===== src/rtl/mbx_txq_pkg.sv =====
package mbx_txq_pkg;

    localparam int MBX_COUNT   = 64;
    localparam int MBX_IDX_W   = $clog2(MBX_COUNT);
    localparam int FIELD_W     = 2;
    localparam int HOST_AW     = 1 + MBX_IDX_W + FIELD_W;
    localparam int ID_W        = 32;
    localparam int DLC_W       = 4;
    localparam int DATA_BYTES  = 8;
    localparam int DATA_W      = DATA_BYTES * 8;
    localparam int WORD_W      = 32;
    localparam int RTR_BIT     = 30;
    localparam int QEN_BIT     = 0;
    localparam int TXDONE_BIT  = 3;
    localparam logic [7:0] COMMIT_KEY = 8'hFF;

    typedef struct packed {
        logic [ID_W-1:0]   id;
        logic [DLC_W-1:0]  dlc;
        logic [DATA_W-1:0] data;
    } txq_frame_t;

    typedef enum logic [FIELD_W-1:0] {
        WF_ID      = 2'd0,
        WF_DLC     = 2'd1,
        WF_DATA_LO = 2'd2,
        WF_DATA_HI = 2'd3
    } win_field_e;

    typedef enum logic [FIELD_W-1:0] {
        CR_POINTER = 2'd0,
        CR_QUEUE   = 2'd1,
        CR_ISTAT   = 2'd2,
        CR_IEN     = 2'd3
    } ctl_reg_e;

    // A remote request carries no payload on the wire.
    function automatic txq_frame_t strip_remote(input txq_frame_t f);
        txq_frame_t r;
        r = f;
        if (f.id[RTR_BIT]) r.data = '0;
        return r;
    endfunction

endpackage


===== src/rtl/mbx_txq_stage.sv =====
module mbx_txq_stage
    import mbx_txq_pkg::*;
#(
    parameter int WINDOW_IDX = 56
) (
    input  logic                  clk,
    input  logic                  rst,
    input  logic                  mbx_we,
    input  logic [MBX_IDX_W-1:0]  mbx_idx,
    input  logic [FIELD_W-1:0]    field,
    input  logic [WORD_W-1:0]     wdata,
    output txq_frame_t            staged
);

    localparam logic [MBX_IDX_W-1:0] WIN = MBX_IDX_W'(WINDOW_IDX);

    logic       hit;
    win_field_e fsel;

    assign hit  = mbx_we && (mbx_idx == WIN);
    assign fsel = win_field_e'(field);

    always_ff @(posedge clk) begin
        if (rst) begin
            staged <= '0;
        end else if (hit) begin
            unique case (fsel)
                WF_ID:      staged.id                     <= wdata;
                WF_DLC:     staged.dlc                    <= wdata[DLC_W-1:0];
                WF_DATA_LO: staged.data[WORD_W-1:0]       <= wdata;
                WF_DATA_HI: staged.data[DATA_W-1:WORD_W]  <= wdata;
                default:    staged                        <= staged;
            endcase
        end
    end

endmodule


===== src/rtl/mbx_txq_ring.sv =====
module mbx_txq_ring
    import mbx_txq_pkg::*;
#(
    parameter int DEPTH = 4
) (
    input  logic                              clk,
    input  logic                              rst,
    input  logic                              push,
    input  txq_frame_t                        push_frame,
    input  logic                              pop,
    input  logic                              flush,
    output txq_frame_t                        head,
    output logic                              valid,
    output logic [$clog2(DEPTH+1)-1:0]        count,
    output logic                              overflow
);

    localparam int PTR_W = (DEPTH > 1) ? $clog2(DEPTH) : 1;
    localparam int CNT_W = $clog2(DEPTH + 1);
    localparam logic [CNT_W-1:0] FULL_CNT = CNT_W'(DEPTH);
    localparam logic [PTR_W-1:0] LAST_PTR = PTR_W'(DEPTH - 1);

    txq_frame_t       slots [DEPTH];
    logic [PTR_W-1:0] wr_ptr, rd_ptr;
    logic             full, accept, take;

    function automatic logic [PTR_W-1:0] step(input logic [PTR_W-1:0] p);
        return (p == LAST_PTR) ? '0 : p + 1'b1;
    endfunction

    assign full   = (count == FULL_CNT);
    assign valid  = (count != '0);
    assign accept = push && !full && !flush;
    assign take   = pop && valid && !flush;
    assign head   = slots[rd_ptr];

    always_ff @(posedge clk) begin
        if (accept) slots[wr_ptr] <= push_frame;
    end

    always_ff @(posedge clk) begin
        if (rst || flush) begin
            wr_ptr <= '0;
            rd_ptr <= '0;
            count  <= '0;
        end else begin
            if (accept) wr_ptr <= step(wr_ptr);
            if (take)   rd_ptr <= step(rd_ptr);
            unique case ({accept, take})
                2'b10:   count <= count + 1'b1;
                2'b01:   count <= count - 1'b1;
                default: count <= count;
            endcase
        end
    end

    always_ff @(posedge clk) begin
        if (rst)                          overflow <= 1'b0;
        else if (push && full && !flush)  overflow <= 1'b1;
    end

    p_count_bound_r5: assert property (@(posedge clk) disable iff (rst)
        count <= FULL_CNT);

    p_flush_empties_r11: assert property (@(posedge clk) disable iff (rst)
        flush |=> (count == '0) && !valid);

    p_push_pop_hold_r6: assert property (@(posedge clk) disable iff (rst)
        (push && !full && pop && valid && !flush) |=> count == $past(count));

    p_overflow_sticky_r7: assert property (@(posedge clk) disable iff (rst)
        overflow |=> overflow);

endmodule


===== src/rtl/mbx_txq_ctrl.sv =====
module mbx_txq_ctrl
    import mbx_txq_pkg::*;
(
    input  logic clk,
    input  logic rst,
    input  logic wr_queue,
    input  logic wr_istat,
    input  logic wr_ien,
    input  logic wbit_qen,
    input  logic wbit_done,
    input  logic done_evt,
    output logic queue_en,
    output logic txdone,
    output logic irq
);

    logic done_ien;

    always_ff @(posedge clk) begin
        if (rst) begin
            queue_en <= 1'b0;
            done_ien <= 1'b0;
            txdone   <= 1'b0;
        end else begin
            if (wr_queue) queue_en <= wbit_qen;
            if (wr_ien)   done_ien <= wbit_done;
            if (done_evt)                   txdone <= 1'b1;
            else if (wr_istat && !wbit_done) txdone <= 1'b0;
        end
    end

    assign irq = txdone && done_ien;

    p_done_sets_flag_r9: assert property (@(posedge clk) disable iff (rst)
        done_evt |=> txdone);

    p_irq_gated_r10: assert property (@(posedge clk) disable iff (rst)
        irq |-> txdone);

endmodule


===== src/rtl/mbx_tx_queue.sv =====
module mbx_tx_queue
    import mbx_txq_pkg::*;
#(
    parameter int DEPTH      = 4,
    parameter int WINDOW_IDX = 56
) (
    input  logic                        clk,
    input  logic                        rst,
    input  logic                        host_we,
    input  logic [HOST_AW-1:0]          host_addr,
    input  logic [WORD_W-1:0]           host_wdata,
    input  logic                        bus_off,
    output logic                        tx_valid,
    input  logic                        tx_ready,
    output logic [ID_W-1:0]             tx_id,
    output logic [DLC_W-1:0]            tx_dlc,
    output logic [DATA_W-1:0]           tx_data,
    output logic [$clog2(DEPTH+1)-1:0]  unsent,
    output logic                        tx_overflow,
    output logic                        txdone_flag,
    output logic                        irq
);

    localparam int CTL_SEL_BIT = HOST_AW - 1;

    logic       ctl_we, mbx_we, queue_en, commit, pop;
    ctl_reg_e   creg;
    txq_frame_t staged, head;

    assign ctl_we = host_we &&  host_addr[CTL_SEL_BIT];
    assign mbx_we = host_we && !host_addr[CTL_SEL_BIT];
    assign creg   = ctl_reg_e'(host_addr[FIELD_W-1:0]);
    assign commit = ctl_we && (creg == CR_POINTER) && queue_en
                    && (host_wdata[7:0] == COMMIT_KEY);
    assign pop    = tx_valid && tx_ready && !bus_off;

    mbx_txq_stage #(.WINDOW_IDX(WINDOW_IDX)) i_stage (
        .clk     (clk),
        .rst     (rst),
        .mbx_we  (mbx_we),
        .mbx_idx (host_addr[CTL_SEL_BIT-1:FIELD_W]),
        .field   (host_addr[FIELD_W-1:0]),
        .wdata   (host_wdata),
        .staged  (staged)
    );

    mbx_txq_ring #(.DEPTH(DEPTH)) i_ring (
        .clk        (clk),
        .rst        (rst),
        .push       (commit),
        .push_frame (strip_remote(staged)),
        .pop        (pop),
        .flush      (bus_off),
        .head       (head),
        .valid      (tx_valid),
        .count      (unsent),
        .overflow   (tx_overflow)
    );

    mbx_txq_ctrl i_ctrl (
        .clk       (clk),
        .rst       (rst),
        .wr_queue  (ctl_we && (creg == CR_QUEUE)),
        .wr_istat  (ctl_we && (creg == CR_ISTAT)),
        .wr_ien    (ctl_we && (creg == CR_IEN)),
        .wbit_qen  (host_wdata[QEN_BIT]),
        .wbit_done (host_wdata[TXDONE_BIT]),
        .done_evt  (pop),
        .queue_en  (queue_en),
        .txdone    (txdone_flag),
        .irq       (irq)
    );

    assign tx_id   = head.id;
    assign tx_dlc  = head.dlc;
    assign tx_data = head.data;

    p_head_stable_r5: assert property (@(posedge clk) disable iff (rst)
        (tx_valid && !tx_ready && !bus_off) |=> tx_valid && $stable(tx_id)
        && $stable(tx_data));

    p_remote_no_data_r8: assert property (@(posedge clk) disable iff (rst)
        (tx_valid && tx_id[RTR_BIT]) |-> (tx_data == '0));

    p_valid_tracks_count_r5: assert property (@(posedge clk) disable iff (rst)
        tx_valid == (unsent != '0));

endmodule


===== config.mk =====
export PLATFORM = sky130hd
export DESIGN_NAME = mbx_tx_queue
export DESIGN_NICKNAME = d
export VERILOG_FILES = /design/src/rtl/mbx_txq_pkg.sv /design/src/rtl/mbx_txq_stage.sv /design/src/rtl/mbx_txq_ring.sv /design/src/rtl/mbx_txq_ctrl.sv /design/src/rtl/mbx_tx_queue.sv
export SDC_FILE = /design/constraint.sdc
export NUM_CORES = 1
export LEC_CHECK = 0
export BUFFER_PORTS_ARGS = -buffer_cell sky130_fd_sc_hd__buf_2
export CAP_MARGIN = 20
export CORE_ASPECT_RATIO = 1.25
export CORE_MARGIN = 1.5
export CORE_UTILIZATION = 62
export CTS_BUF_LIST = sky130_fd_sc_hd__clkbuf_4
export CTS_CLUSTER_SIZE = 10
export DETAILED_ROUTE_END_ITERATION = 8
export PLACE_DENSITY = 0.9
export SLEW_MARGIN = 20
export SYNTH_ARGS = -nofsm -noshare
export SYNTH_HDL_FRONTEND = slang
export SYNTH_SLANG_ARGS = --single-unit

===== constraint.sdc =====
create_clock -name clk -period 4.95 [get_ports clk]
set_input_delay 0.7425 -clock clk [delete_from_list [all_inputs] [get_ports clk]]
set_output_delay 0.7425 -clock clk [all_outputs]
set_load 0.1 [all_outputs]

==> results.md <==
- Clock tree sinks: roughly 510
- RSZ-0062 raised after global routing: no
- Core ar.: just over 30000 µm²
- Pwr dens: 370 nW/µm²
- Yosys reg bits: between 500 and 600
- Clock buffer depth: 3
- Wire per inst: roughly 25 µm
- DR pass1 iterations: 5
- Syn. warnings: 0
- Post-CTS sizing: 0
- Number of CTS-inserted buffers: 112
- Setup CP Type: flip-flop to output pin
- Fin crit share: around 78%
- Rows: roughly 70
- Die span in y: 199 µm
- Rel. slew slack: 35.6%
- Slowest Stage Delay on Critical Path: 0.80 ns
- FMAX: 258 MHz
- Setup Buffers After CTS: 0
- Worst-Skew Late Latency: roughly 0.82 ns
- Yosys top cell by area: edfxtp_1
- Initial core utilization: 63.1%
- Sum Neg Setup Slack: 0 ns
- Final min period: 3.87 ns
- Worst EP arrival: around 3.1 ns
- Layout Cells excl Fill: 1833
- Hold Vio Cnt, Final: 0
- Slew @ Worst Pin: approximately 0.96 ns
- GRT Residual Overflow: 0
- Synth Instances: 1114
- Synthesized area: 19100 µm²
- # nets final: 1385
- Startpoint types: flip-flop
- Share of cells above drive strength 1: between 30% and 40%
- Clock slew seen by the registers of the worst setup and hold paths: 0.07 ns
- Die width: 160 µm
- Max rail drop VDD: roughly 0.17 mV
- Root Driver: clkbuf_4
- DR vias/cell: 6.08
- Max-cap viol count: 0
- CP cell instances: buf_4 > mux4_2 > buf_2
- Avg Cell Area, Syn: 17.1 µm²
- Area growth from synthesis to final layout: 14.5%
- Filler cells: 1718
- Vias: approximately 11000
- Routability Congestion: 0.763
- Leak: 0.00776 µW
- Outcome: completed
- H-tree depth: 3
- Port bufs: around 150
- Final WL: between 40 and 50 mm
- Largest net degree at the start of global routing: 79
- Dpl hpwl: around 25 mm
- Vias in the first global route: 11700
- Element type at the critical path end: output pin
- Initial DRC count: 1177
- Family with the most delay on the worst path: buffers and inverters
- Cells after DPL: between 1500 and 2000
- CTS tree: yes
- Mapped Nets: 1167
- Cts hold-fix bufs: 0
- Gr usage total: between 20 and 30%
- Worst path bufs/invs: 2
- Max Slew Vio Count: 0
- WP data required: 4.21 ns
- Global-route wire length before repair: just under 70 mm
- Final setup fails: 0
- Top cells by area, synth: edfxtp_1, dfxtp_1, mux4_2, nand2_1, a21oi_1
- Top-Level Pins: 153
- Setup Skew: roughly 0.074 ns
- Die area: approximately 32000 µm²
- Sequential element share of the synthesized area: 74.9%
- Share of the synthesized area in the top cell type: 63.0%
- Min-Delay Path Class: input pin to flip-flop
- Initial antenna violation count: 2
- DRC: 0
- Antenna Nets Post-Route: 0
- CP max stage cell: dfxtp_4
- Distinct cells, synth: 34
- Max FO, Critical Path: 33
==> path summary, 6_finish.rpt <==
path | start | end | slack, ns | depth (start not counted)
min | host_wdata[12] | i_stage.staged[80] | 0.21 | 3
max | flip-flop | tx_id[23] | 1.08 | 3
max reg2reg | i_ctrl.queue_en | i_ring.slots[0][7] | 2.32 | 5
min reg2reg | i_stage.staged[41] | i_stage.staged[41] | 0.45 | 2
==> layer usage <==
layer  GRT usage (%)  vias up  wire length [µm]
met5               0        -                13
met4            15.0        2              2070
met3            7.44      151              4390
met2            49.2      756             23400
met1            35.4     5518             15400
li1                -     4712                 -
==> synth_stat cells (all sizes together) <==
library cell,number
or4b,1
dfxtp,113
and2,5
or4,1
edfxtp,400
mux2i,7
inv,7
nand4b,2
mux4,100
nand3,1
ha,6
nor2b,65
a21oi,100
nand2b,1
or3,6
or2,1
nor4,3
xor2,2
fa,1
clkbuf,34
nand4,3
o21ai,2
nor3,3
o31ai,2
nand2,201
a41oi,1
and3,1
buf,31
nor2,14
==> power by group <==
group,internal [µW],switching [µW]
combinational,18.0,52.7
sequential,4570,0.700
clock,1780,1650
total,6370,1700
==> cell type report <==
class,count,area [µm²],share of cell area [%]
tap,401,502,2.30
clock inverter,30,174,0.797
timing repair buffer,169,973,4.46
inverter,7,26.3,0.120
antenna,1,2.50,0.0115
multi-input combinational,529,4480,20.5
sequential,513,14300,65.5
clock buffer,183,1370,6.30
==> worst register-to-register path: cells and delay by family (launching register included) <==
| family | cells | cell delay [ns] |
|---|---|---|
| simple gates | 4 | 1.29 |
| buf+inv | 1 | 0.56 |
| flops | 1 | 0.34 |
==> registers in the layout, summed over array words and instances (netlist names), named ones only <==
signal           count
i_ctrl.done_ien      1
i_ctrl.queue_en      1
i_ctrl.txdone        1
i_ring.count         3
i_ring.overflow      1
i_ring.rd_ptr        2
i_ring.slots       400
i_ring.wr_ptr        2
i_stage.staged     100
==> per-stage QoR <==
stage	util [%]	hold WS [ns]	cell area [µm²]	power (µW)	setup WS, ns
finish	72.2	0.209	21800	8070	1.08
global route	72.2	0.159	21800	8310	0.808
CTS	72.1	0.175	21800	8090	0.948
detailed placement	67.0	0.445	20200	4740	1.52
global placement	67.0	0.437	20200	4740	1.60
floorplan	-	0.432	19100	4690	0.521
==> layout by cell type, fill, tap and decap left out, types with 2 or more instances in the layout <==
cell type	synthesis	final
nand4_1	3	3
nor2b_1	65	65
or3_1	6	6
nor3_4	0	2
dfxtp_1	113	110
bufinv_16	0	2
mux4_2	100	100
buf_2	27	151
edfxtp_1	400	400
ha_1	6	6
nor2_1	14	14
buf_4	0	12
dfxtp_4	0	2
inv_1	7	7
nand4b_1	2	2
nand2_2	20	20
and2_4	0	4
a21oi_1	100	100
nor4_4	1	2
clkinv_1	0	22
clkbuf_4	0	183
o21ai_0	2	2
nand2_1	181	181
mux2i_1	7	7
inv_2	0	2
clkinv_2	0	3
o31ai_1	2	2
buf_12	0	5
xor2_1	2	2
==> cell families after synthesis <==
family,synth area share [%]
xor gates and xnor gates,0.0919
and+or+nand+nor,7.76
DFF,74.9
muxes,12.2
buffers and inverters,1.75
AOI/OAI and AO/OA,2.80
adders and majority gates,0.499
Power figures use the tool's default switching activity.
